[src/rtl/pkt_dma_pkg.sv]
package pkt_dma_pkg;

  typedef enum logic [2:0] {
    S_IDLE,
    S_REQ,
    S_RD,
    S_CAP,
    S_WR,
    S_SRD,
    S_SWB,
    S_FIN
  } seq_state_t;

  localparam int unsigned IDX_SRC  = 0;
  localparam int unsigned IDX_CNT  = 1;
  localparam int unsigned IDX_DATA = 2;
  localparam int unsigned IDX_LAST = 3;
  localparam int unsigned IDX_STAT = 4;
  localparam int unsigned IDX_DESC = 5;
  localparam int unsigned IDX_OFF  = 6;
  localparam int unsigned IDX_WAIT = 7;
  localparam int unsigned IDX_GO   = 8;
  localparam int unsigned IDX_W    = 4;

endpackage

[src/rtl/pkt_dma_regs.sv]
module pkt_dma_regs
  import pkt_dma_pkg::*;
#(
  parameter int unsigned AW  = 16,
  parameter int unsigned PAW = 8,
  parameter int unsigned WW  = 4
) (
  input  logic              clk,
  input  logic              rst_n,
  input  logic              cfg_we,
  input  logic [IDX_W-1:0]  cfg_idx,
  input  logic [AW-1:0]     cfg_wdata,
  output logic [AW-1:0]     src_o,
  output logic [AW-1:0]     cnt_o,
  output logic [PAW-1:0]    data_a_o,
  output logic [PAW-1:0]    last_a_o,
  output logic [PAW-1:0]    stat_a_o,
  output logic [AW-1:0]     desc_o,
  output logic [AW-1:0]     off_o,
  output logic [WW-1:0]     wait_o,
  output logic              go_o
);

  logic [AW-1:0]  src_q, cnt_q, desc_q, off_q;
  logic [PAW-1:0] data_a_q, last_a_q, stat_a_q;
  logic [WW-1:0]  wait_q;
  logic           go_q, go_d;
  logic           unused_hi;

  assign unused_hi = ^cfg_wdata;

  function automatic logic hit(input logic [IDX_W-1:0] i, input int unsigned n);
    return cfg_we && (i == IDX_W'(n));
  endfunction

  assign go_d = hit(cfg_idx, IDX_GO) && cfg_wdata[0];

  always_ff @(posedge clk or negedge rst_n) begin
    if (!rst_n) begin
      src_q    <= '0;
      cnt_q    <= '0;
      desc_q   <= '0;
      off_q    <= '0;
      data_a_q <= '0;
      last_a_q <= '0;
      stat_a_q <= '0;
      wait_q   <= '0;
      go_q     <= 1'b0;
    end else begin
      if (hit(cfg_idx, IDX_SRC))  src_q    <= cfg_wdata;
      if (hit(cfg_idx, IDX_CNT))  cnt_q    <= cfg_wdata;
      if (hit(cfg_idx, IDX_DESC)) desc_q   <= cfg_wdata;
      if (hit(cfg_idx, IDX_OFF))  off_q    <= cfg_wdata;
      if (hit(cfg_idx, IDX_DATA)) data_a_q <= cfg_wdata[PAW-1:0];
      if (hit(cfg_idx, IDX_LAST)) last_a_q <= cfg_wdata[PAW-1:0];
      if (hit(cfg_idx, IDX_STAT)) stat_a_q <= cfg_wdata[PAW-1:0];
      if (hit(cfg_idx, IDX_WAIT)) wait_q   <= cfg_wdata[WW-1:0];
      go_q <= go_d;
    end
  end

  assign src_o    = src_q;
  assign cnt_o    = cnt_q;
  assign desc_o   = desc_q;
  assign off_o    = off_q;
  assign data_a_o = data_a_q;
  assign last_a_o = last_a_q;
  assign stat_a_o = stat_a_q;
  assign wait_o   = wait_q;
  assign go_o     = go_q;

endmodule

[src/rtl/pkt_dma_timer.sv]
module pkt_dma_timer #(
  parameter int unsigned WW = 4
) (
  input  logic          clk,
  input  logic          rst_n,
  input  logic          run,
  input  logic [WW-1:0] limit,
  output logic          last
);

  logic [WW-1:0] cnt_q, cnt_d;
  logic          en;

  assign last = run && (cnt_q == limit);
  assign en   = run || (cnt_q != '0);

  always_comb begin
    if (!run || last) cnt_d = '0;
    else              cnt_d = cnt_q + 1'b1;
  end

  always_ff @(posedge clk or negedge rst_n) begin
    if (!rst_n)  cnt_q <= '0;
    else if (en) cnt_q <= cnt_d;
  end

endmodule

[src/rtl/pkt_dma_seq.sv]
module pkt_dma_seq
  import pkt_dma_pkg::*;
#(
  parameter int unsigned AW  = 16,
  parameter int unsigned PAW = 8,
  parameter int unsigned DW  = 8,
  parameter int unsigned WW  = 4
) (
  input  logic           clk,
  input  logic           rst_n,
  input  logic           go,
  input  logic [AW-1:0]  cfg_src,
  input  logic [AW-1:0]  cfg_cnt,
  input  logic [PAW-1:0] cfg_data_a,
  input  logic [PAW-1:0] cfg_last_a,
  input  logic [PAW-1:0] cfg_stat_a,
  input  logic [AW-1:0]  cfg_desc,
  input  logic [AW-1:0]  cfg_off,
  input  logic [WW-1:0]  cfg_wait,
  input  logic           req,
  input  logic [DW-1:0]  mem_rdata,
  input  logic [DW-1:0]  per_rdata,
  input  logic           t_last,
  output logic           t_run,
  output logic           mem_rd_en,
  output logic           mem_we,
  output logic [AW-1:0]  mem_addr,
  output logic [DW-1:0]  mem_wdata,
  output logic           per_wr,
  output logic           per_rd,
  output logic [PAW-1:0] per_addr,
  output logic [DW-1:0]  per_wdata,
  output logic           busy,
  output logic           done,
  output logic [PAW-1:0] lat_data_a,
  output logic [PAW-1:0] lat_last_a,
  output logic [WW-1:0]  lat_wait
);

  seq_state_t     st_q, st_d;
  logic [AW-1:0]  left_q, left_d;
  logic [AW-1:0]  ptr_q, ptr_d;
  logic [AW-1:0]  wb_q;
  logic [PAW-1:0] data_a_q, last_a_q, stat_a_q;
  logic [WW-1:0]  wait_q;
  logic [DW-1:0]  byte_q, stat_q;
  logic           load_en, byte_en, stat_en, cnt_en;
  logic           final_byte;

  assign load_en    = (st_q == S_IDLE) && go;
  assign byte_en    = (st_q == S_CAP);
  assign stat_en    = (st_q == S_SRD) && t_last;
  assign cnt_en     = load_en || byte_en || ((st_q == S_WR) && t_last);
  assign final_byte = (left_q == AW'(1));

  always_comb begin
    st_d   = st_q;
    left_d = left_q;
    ptr_d  = ptr_q;
    unique case (st_q)
      S_IDLE: if (go) begin
        left_d = cfg_cnt;
        ptr_d  = cfg_src;
        st_d   = (cfg_cnt == '0) ? S_FIN : S_REQ;
      end
      S_REQ:  if (req) st_d = S_RD;
      S_RD:   st_d = S_CAP;
      S_CAP: begin
        ptr_d = ptr_q + 1'b1;
        st_d  = S_WR;
      end
      S_WR: if (t_last) begin
        left_d = left_q - 1'b1;
        st_d   = final_byte ? S_SRD : S_REQ;
      end
      S_SRD:  if (t_last) st_d = S_SWB;
      S_SWB:  st_d = S_FIN;
      S_FIN:  st_d = S_IDLE;
      default: st_d = S_IDLE;
    endcase
  end

  always_ff @(posedge clk or negedge rst_n) begin
    if (!rst_n) begin
      st_q <= S_IDLE;
    end else begin
      st_q <= st_d;
    end
  end

  always_ff @(posedge clk or negedge rst_n) begin
    if (!rst_n) begin
      left_q <= '0;
      ptr_q  <= '0;
    end else if (cnt_en) begin
      left_q <= left_d;
      ptr_q  <= ptr_d;
    end
  end

  always_ff @(posedge clk or negedge rst_n) begin
    if (!rst_n) begin
      wb_q     <= '0;
      data_a_q <= '0;
      last_a_q <= '0;
      stat_a_q <= '0;
      wait_q   <= '0;
    end else if (load_en) begin
      wb_q     <= cfg_desc + cfg_off;
      data_a_q <= cfg_data_a;
      last_a_q <= cfg_last_a;
      stat_a_q <= cfg_stat_a;
      wait_q   <= cfg_wait;
    end
  end

  always_ff @(posedge clk or negedge rst_n) begin
    if (!rst_n)       byte_q <= '0;
    else if (byte_en) byte_q <= mem_rdata;
  end

  always_ff @(posedge clk or negedge rst_n) begin
    if (!rst_n)       stat_q <= '0;
    else if (stat_en) stat_q <= per_rdata;
  end

  always_comb begin
    mem_rd_en = (st_q == S_RD);
    mem_we    = (st_q == S_SWB);
    mem_addr  = (st_q == S_SWB) ? wb_q : ptr_q;
    mem_wdata = stat_q;
    per_wr    = (st_q == S_WR);
    per_rd    = (st_q == S_SRD);
    per_wdata = byte_q;
    if (st_q == S_SRD)   per_addr = stat_a_q;
    else if (final_byte) per_addr = last_a_q;
    else                 per_addr = data_a_q;
    t_run = per_wr || per_rd;
    busy  = (st_q != S_IDLE) && (st_q != S_FIN);
    done  = (st_q == S_FIN);
  end

  assign lat_data_a = data_a_q;
  assign lat_last_a = last_a_q;
  assign lat_wait   = wait_q;

endmodule

[src/rtl/pkt_dma_chan.sv]
module pkt_dma_chan
  import pkt_dma_pkg::*;
#(
  parameter int unsigned AW  = 16,
  parameter int unsigned PAW = 8,
  parameter int unsigned DW  = 8,
  parameter int unsigned WW  = 4
) (
  input  logic             clk,
  input  logic             rst_n,
  input  logic             cfg_we,
  input  logic [IDX_W-1:0] cfg_idx,
  input  logic [AW-1:0]    cfg_wdata,
  input  logic             req,
  output logic             mem_rd_en,
  output logic             mem_we,
  output logic [AW-1:0]    mem_addr,
  input  logic [DW-1:0]    mem_rdata,
  output logic [DW-1:0]    mem_wdata,
  output logic             per_wr,
  output logic             per_rd,
  output logic [PAW-1:0]   per_addr,
  output logic [DW-1:0]    per_wdata,
  input  logic [DW-1:0]    per_rdata,
  output logic             busy,
  output logic             done,
  output logic             irq
);

  logic           rst_s1, rst_ns;
  logic [AW-1:0]  c_src, c_cnt, c_desc, c_off;
  logic [PAW-1:0] c_data_a, c_last_a, c_stat_a;
  logic [WW-1:0]  c_wait;
  logic           c_go;
  logic           t_run, t_last;
  logic [PAW-1:0] lat_data_a, lat_last_a;
  logic [WW-1:0]  lat_wait;

  always_ff @(posedge clk or negedge rst_n) begin
    if (!rst_n) begin
      rst_s1 <= 1'b0;
      rst_ns <= 1'b0;
    end else begin
      rst_s1 <= 1'b1;
      rst_ns <= rst_s1;
    end
  end

  pkt_dma_regs #(.AW(AW), .PAW(PAW), .WW(WW)) u_regs (
    .clk      (clk),
    .rst_n    (rst_ns),
    .cfg_we   (cfg_we),
    .cfg_idx  (cfg_idx),
    .cfg_wdata(cfg_wdata),
    .src_o    (c_src),
    .cnt_o    (c_cnt),
    .data_a_o (c_data_a),
    .last_a_o (c_last_a),
    .stat_a_o (c_stat_a),
    .desc_o   (c_desc),
    .off_o    (c_off),
    .wait_o   (c_wait),
    .go_o     (c_go)
  );

  pkt_dma_timer #(.WW(WW)) u_timer (
    .clk  (clk),
    .rst_n(rst_ns),
    .run  (t_run),
    .limit(lat_wait),
    .last (t_last)
  );

  pkt_dma_seq #(.AW(AW), .PAW(PAW), .DW(DW), .WW(WW)) u_seq (
    .clk       (clk),
    .rst_n     (rst_ns),
    .go        (c_go),
    .cfg_src   (c_src),
    .cfg_cnt   (c_cnt),
    .cfg_data_a(c_data_a),
    .cfg_last_a(c_last_a),
    .cfg_stat_a(c_stat_a),
    .cfg_desc  (c_desc),
    .cfg_off   (c_off),
    .cfg_wait  (c_wait),
    .req       (req),
    .mem_rdata (mem_rdata),
    .per_rdata (per_rdata),
    .t_last    (t_last),
    .t_run     (t_run),
    .mem_rd_en (mem_rd_en),
    .mem_we    (mem_we),
    .mem_addr  (mem_addr),
    .mem_wdata (mem_wdata),
    .per_wr    (per_wr),
    .per_rd    (per_rd),
    .per_addr  (per_addr),
    .per_wdata (per_wdata),
    .busy      (busy),
    .done      (done),
    .lat_data_a(lat_data_a),
    .lat_last_a(lat_last_a),
    .lat_wait  (lat_wait)
  );

  assign irq = done;

endmodule

[config.mk]
export PLATFORM = sky130hd
export DESIGN_NAME = pkt_dma_chan
export DESIGN_NICKNAME = d
export VERILOG_FILES = /design/src/rtl/pkt_dma_pkg.sv /design/src/rtl/pkt_dma_regs.sv /design/src/rtl/pkt_dma_timer.sv /design/src/rtl/pkt_dma_seq.sv /design/src/rtl/pkt_dma_chan.sv
export SDC_FILE = /design/constraint.sdc
export NUM_CORES = 1
export LEC_CHECK = 0
export ABC_AREA = 1
export CORE_MARGIN = 5
export CORE_UTILIZATION = 45
export DETAILED_ROUTE_END_ITERATION = 8
export PLACE_DENSITY = 0.62
export SETUP_SLACK_MARGIN = 0.15
export SLEW_MARGIN = 20
export SYNTH_ARGS = -nofsm -noshare
export SYNTH_HDL_FRONTEND = slang
export SYNTH_HIERARCHICAL = 1
export SYNTH_SLANG_ARGS = --single-unit
[constraint.sdc]
create_clock -name clk -period 8.67 [get_ports clk]
set_input_delay 1.734 -clock clk [delete_from_list [all_inputs] [get_ports clk]]
set_output_delay 1.734 -clock clk [all_outputs]
set_load 0.02 [all_outputs]
# Word level (Yosys, flattened, before mapping)
# Index checks and enable logic that the tools add are counted.
# totals
latchBits	0
output_inout_bits	47
in_bits	40
ff_bits	194
mem_count	0
wordCells	95
romBits	0
ramBits	0
# op_classes
div	0
muxes	16
mul	0
n_reduce_logical	31
add_sub_neg	4
n_eq_ne	22
n_bitwise	0
shift	0
n_lt_le_gt_ge	0
# op_table
cell	count
two-way mux 16 bit	4
one-hot mux 16 bit (2 select lines)	2
one-hot mux 3 bit (8 select lines)	1
two-way mux 3 bit	6
adder 16 x 1 -> 16 bit (second input constant)	1
adder 16 bit	1
== test 16 x 1 -> 1 bit (second input constant)	1
== test 4 x 3 -> 1 bit (second input constant)	4
logical NOT 16 bit	1
two-way mux 8 bit	2
subtractor 16 x 1 -> 16 bit (second input constant)	1
logical AND 1 bit	15
== test 3 bit (second input constant)	4
== test 4 x 2 -> 1 bit (second input constant)	2
AND reduction 4 bit	2
== test 3 x 2 -> 1 bit (second input constant)	2
!= test 2 x 1 -> 1 bit (second input constant)	3
logical OR 1 bit	5
adder 4 x 1 -> 4 bit (second input constant)	1
== test 4 x 1 -> 1 bit (second input constant)	1
== test 4 bit	1
== test 4 bit (second input constant)	1
logical NOT 4 bit	1
two-way mux 4 bit	1
9 further kinds	10

# Longest topological paths before layout
# depth
ltp_word	6
ltp_mapped	13

# Modules after synthesis
# The synthesis kept the hierarchy.
# by_module_without_submodules
module	cells_each	seq_area_each_um2	area_per_inst_um2	instances
pkt_dma_seq	870	2377.3	6053.3	1
pkt_dma_regs	456	2327.2	4111.4	1
pkt_dma_timer	45	100.1	294.0	1
pkt_dma_chan	4	50.0	61.3	1

# Least setup slack after synthesis
# Ideal clock, no wire load.
# synth_path
path_kind	register to output
start	register u_seq.left_q[1]
end	output per_addr[0]
arrival_time_ns	1.502
stages_incl_launch_ff	7
required_ns	6.936
setup_slack_ns	5.434
path_cell_list	dfrtp_1 inv_1 ha_1 nand4_1 nor2_1 nand4_1 a31oi_1
# synth_via
elab_chain_cells	3
# synth_rtl
element	line	rtl
from (decl)	pkt_dma_seq.sv:41	logic [AW-1:0] left_q, left_d;
from (signal assigned)	pkt_dma_seq.sv:96	left_q <= left_d;
== test 16 x 1 -> 1 bit	pkt_dma_seq.sv:54	assign final_byte = (left_q == AW'(1));
two-way mux 8 bit	pkt_dma_seq.sv:136	else if (final_byte) per_addr = last_a_q;
two-way mux 8 bit	pkt_dma_seq.sv:135	if (st_q == S_SRD) per_addr = stat_a_q;
to (decl)	pkt_dma_chan.sv:22	output logic [PAW-1:0] per_addr,
# Every way passes these cells.

# Worst setup path in the final report
# layout_path
start	register u_seq.left_q[1]
end	output per_addr[5]
# The elaborated chain is that of the path after synthesis.

==> results.ini <==
[run_status]
status=finished, final reports clean

[cts]
htreeDepth=4
clk_latency_ns=0.44
cts_tree=yes
cts.sinks=194
postCtsSetupBuffers=0
holdBufCountCts=0
ctsResizeCount=0
cts_buffers=17
clockBufferDepth=2
root_buffer=clkbuf_16
clk_pin_slew_worst_paths_ns=0.08

[route]
via_per_inst=5.17
drtPass1Iterations=5
num_vias=9124
final_antenna_net_count=0
post_drt_wl_per_cell_microns=15.6
drt-initial-drc-count=718
drc=0
routed_wl_microns=27500

[final_layout]
drive_above_1_share_pct=6.30
syn2layout_area_growth_pct=14.9
diodes=0
stdcell_area_sq_um=12100
final_nets=1493
final_util_pct=52.0

[floorplanning]
core-area_sq_um=23300
fp.dieH_microns=163
dieArea_sq_um=26500
initial_core_util_pct=45.2
die_w_microns=163
ioPinCount=87
rows=56

[timing]
finalSetupTns_ns=0
hold_ws_ns=0.353
rsz0062_at_grt=false
drv_slew=0
max_freq_mhz=214
skew_ns=0.0131
maxSlewHeadroom_pct=36.8
tightest_slew_ns=0.948
hold_violations=0
min_period_ns=4.66
final.period_utilization_pct=53.8
setup_viol=0

[critical_path]
critical_path_buf_inv_count=2
crit_fanout=9
worstSetupStartpointType=flip-flop
critical_path_class=flip-flop to output port
slowest_delay_ns=0.65
cp_common_cell=nand4_1
worstPathRequired_ns=6.94
slowest_stage=clkdlybuf4s50_1
critical_path_arrival_ns=2.93
crit_chain=inv_1, ha_1, nand4_1, nor2_1, nand4_1, a31oi_1, clkdlybuf4s50_1
cpLargestDelayFamily=simple AND/OR/NAND/NOR gates
end_kind=output port

[yosys]
synth_most_common_cell=nand2_1
synth_top_area_share_pct=46.1
netlist_top_cells_area=dfrtp_1 46%, nand2_1 20%, inv_1 4.3%
yosys.area.top_type=dfrtp_1
syn-num-nets=1436
ys.flop_type=dfrtp_1
synth_cell_types=48
async_flop_share_pct=100
syn_area_per_cell_sq_um=7.65
ys_ff_latch=194
synth_common_cells=554 x nand2_1, 194 x dfrtp_1, 121 x inv_1
syn-instance-count=1375
ys_warn_count=6
synthesis.area_sq_um=10500
synth_edf_count=0
ys_seq_area_share_pct=46.1

[grt]
grt_max_degree=73
grt_pass1_wl_microns=45600
grt_antenna_before_repair=0
grt_pass1_vias=8774
grt_overflow=0
grtUsageTotal_pct=21.4

[placed_design]
place_area_sq_um=11500
gp_congestion=0.890
portBuffers=86
place_hpwl_microns=19000

[min_path]
holdCritPathClass=flip-flop to flip-flop

[power_and_ir_drop]
power_density_nw_per_um2=290
p_leak_uw=0.00604
vdd_drop_max_mv=0.126

[flow_run]
cap_violations=0

-- final timing paths --
path / endpoint / slack [ns] / depth (start not counted) / from
worst max-delay path: per_addr[5] / 4.01 / 7 / u_seq/left_q[1]$_DFFE_PN0P_
worst min-delay path: rst_ns$_DFF_PN0_ / 0.35 / 0 / rst_s1$_DFF_PN0_
worst max register to register: u_seq/left_q[8]$_DFFE_PN0P_ / 6.02 / 11 / u_seq/st_q[0]$_DFFE_PN0P_
worst min register to register: rst_ns$_DFF_PN0_ / 0.35 / 0 / rst_s1$_DFF_PN0_
max in group asynchronous: u_timer/cnt_q[3]$_DFFE_PN0P_ / 6.83 / 1 / rst_ns$_DFF_PN0_
min in group asynchronous: u_regs/data_a_o[2]$_DFFE_PN0P_ / 0.40 / 0 / rst_ns$_DFF_PN0_
-- layout make-up --
| cell class | count | area, sq um |
|---|---|---|
| flip-flops and latches | 194 | 4860 |
| repair buffers | 91 | 893 |
| multi-input cells | 993 | 4840 |
| inverters | 135 | 514 |
| clock inverters | 15 | 158 |
| well taps | 319 | 399 |
| fillers | 2300 | 11200 |
| clock buffers | 17 | 425 |
-- registers in the layout (all words and copies together), names as in the netlist, 8 cells and up --
| name | count |
|---|---|
| u_seq/per_wdata | 8 |
| u_seq/left_q | 16 |
| u_regs/src_o | 16 |
| u_seq/ptr_q | 16 |
| u_regs/desc_o | 16 |
| u_regs/data_a_o | 8 |
| u_regs/last_a_o | 8 |
| u_seq/wb_q | 16 |
| u_seq/lat_data_a | 8 |
| u_regs/cnt_o | 16 |
| u_seq/stat_a_q | 8 |
| u_regs/off_o | 16 |
| u_regs/stat_a_o | 8 |
| u_seq/mem_wdata | 8 |
| u_seq/lat_last_a | 8 |
-- power breakdown --
| part | internal [uW] | leakage [uW] | switching (uW) | total (uW) |
|---|---|---|---|---|
| Sequential | 1160 | 0.00246 | 203 | 1370 |
| Clock | 388 | 0.000288 | 403 | 792 |
| Combinational | 537 | 0.00330 | 813 | 1350 |
-- layer usage --
metal / up-vias / wire length, microns / global-route usage [%]
met5: - / 0 / 0
met4: 0 / 465 / 5.53
met3: 32 / 1660 / 3.44
met2: 283 / 12400 / 33.2
met1: 4304 / 13000 / 31.3
li1: 4505 / - / -
-- cells by family (layout without fill, tap and decap cells) --
family / Yosys count / after routing / share of synthesized area (%)
compound gates: 129 / 129 / 7.46
xor+xnor: 10 / 10 / 0.833
fa+ha+maj: 21 / 21 / 2.57
buf+inv: 188 / 258 / 7.90
flops: 194 / 194 / 46.1
mux: 8 / 8 / 1.14
other cells: 1 / 1 / 0.0356
simple gates: 824 / 824 / 33.9
-- per-stage QoR --
step,worst slack (ns),cells,total power [uW]
finish,4.01,1764,3510
global route,3.82,1764,3760
CTS,4.05,1764,3520
global placement,4.57,1732,2710
floorplan,2.86,1375,2260
detailed placement,4.54,1732,2720
-- cells in the final DEF, fill, tap and decap left out, types with 2 or more instances in the layout --
cell             instances
a21oi_1                 19
a31oi_1                  9
buf_4                    5
clkbuf_16               17
clkdlybuf4s50_1         85
clkinv_1                 2
clkinv_8                 3
dfrtp_1                193
ha_1                    20
inv_1                  121
inv_2                   10
inv_6                    9
inv_8                    3
mux2_4                   8
nand2_1                554
nand2_2                  2
nand2_4                  6
nand3_1                 55
nand3_2                  2
nand3_4                  2
nand3b_1                 3
nand4_1                 65
nor2_1                  98
nor2_2                   6
nor2_4                   6
nor2_8                   2
nor3_1                  17
o211ai_1                 3
o21ai_0                 43
o21ai_1                  8
o21bai_1                32
o22ai_1                  8
or2_2                    2
xnor2_1                  6
xor2_1                   4
(Power assumes the default switching activity.)
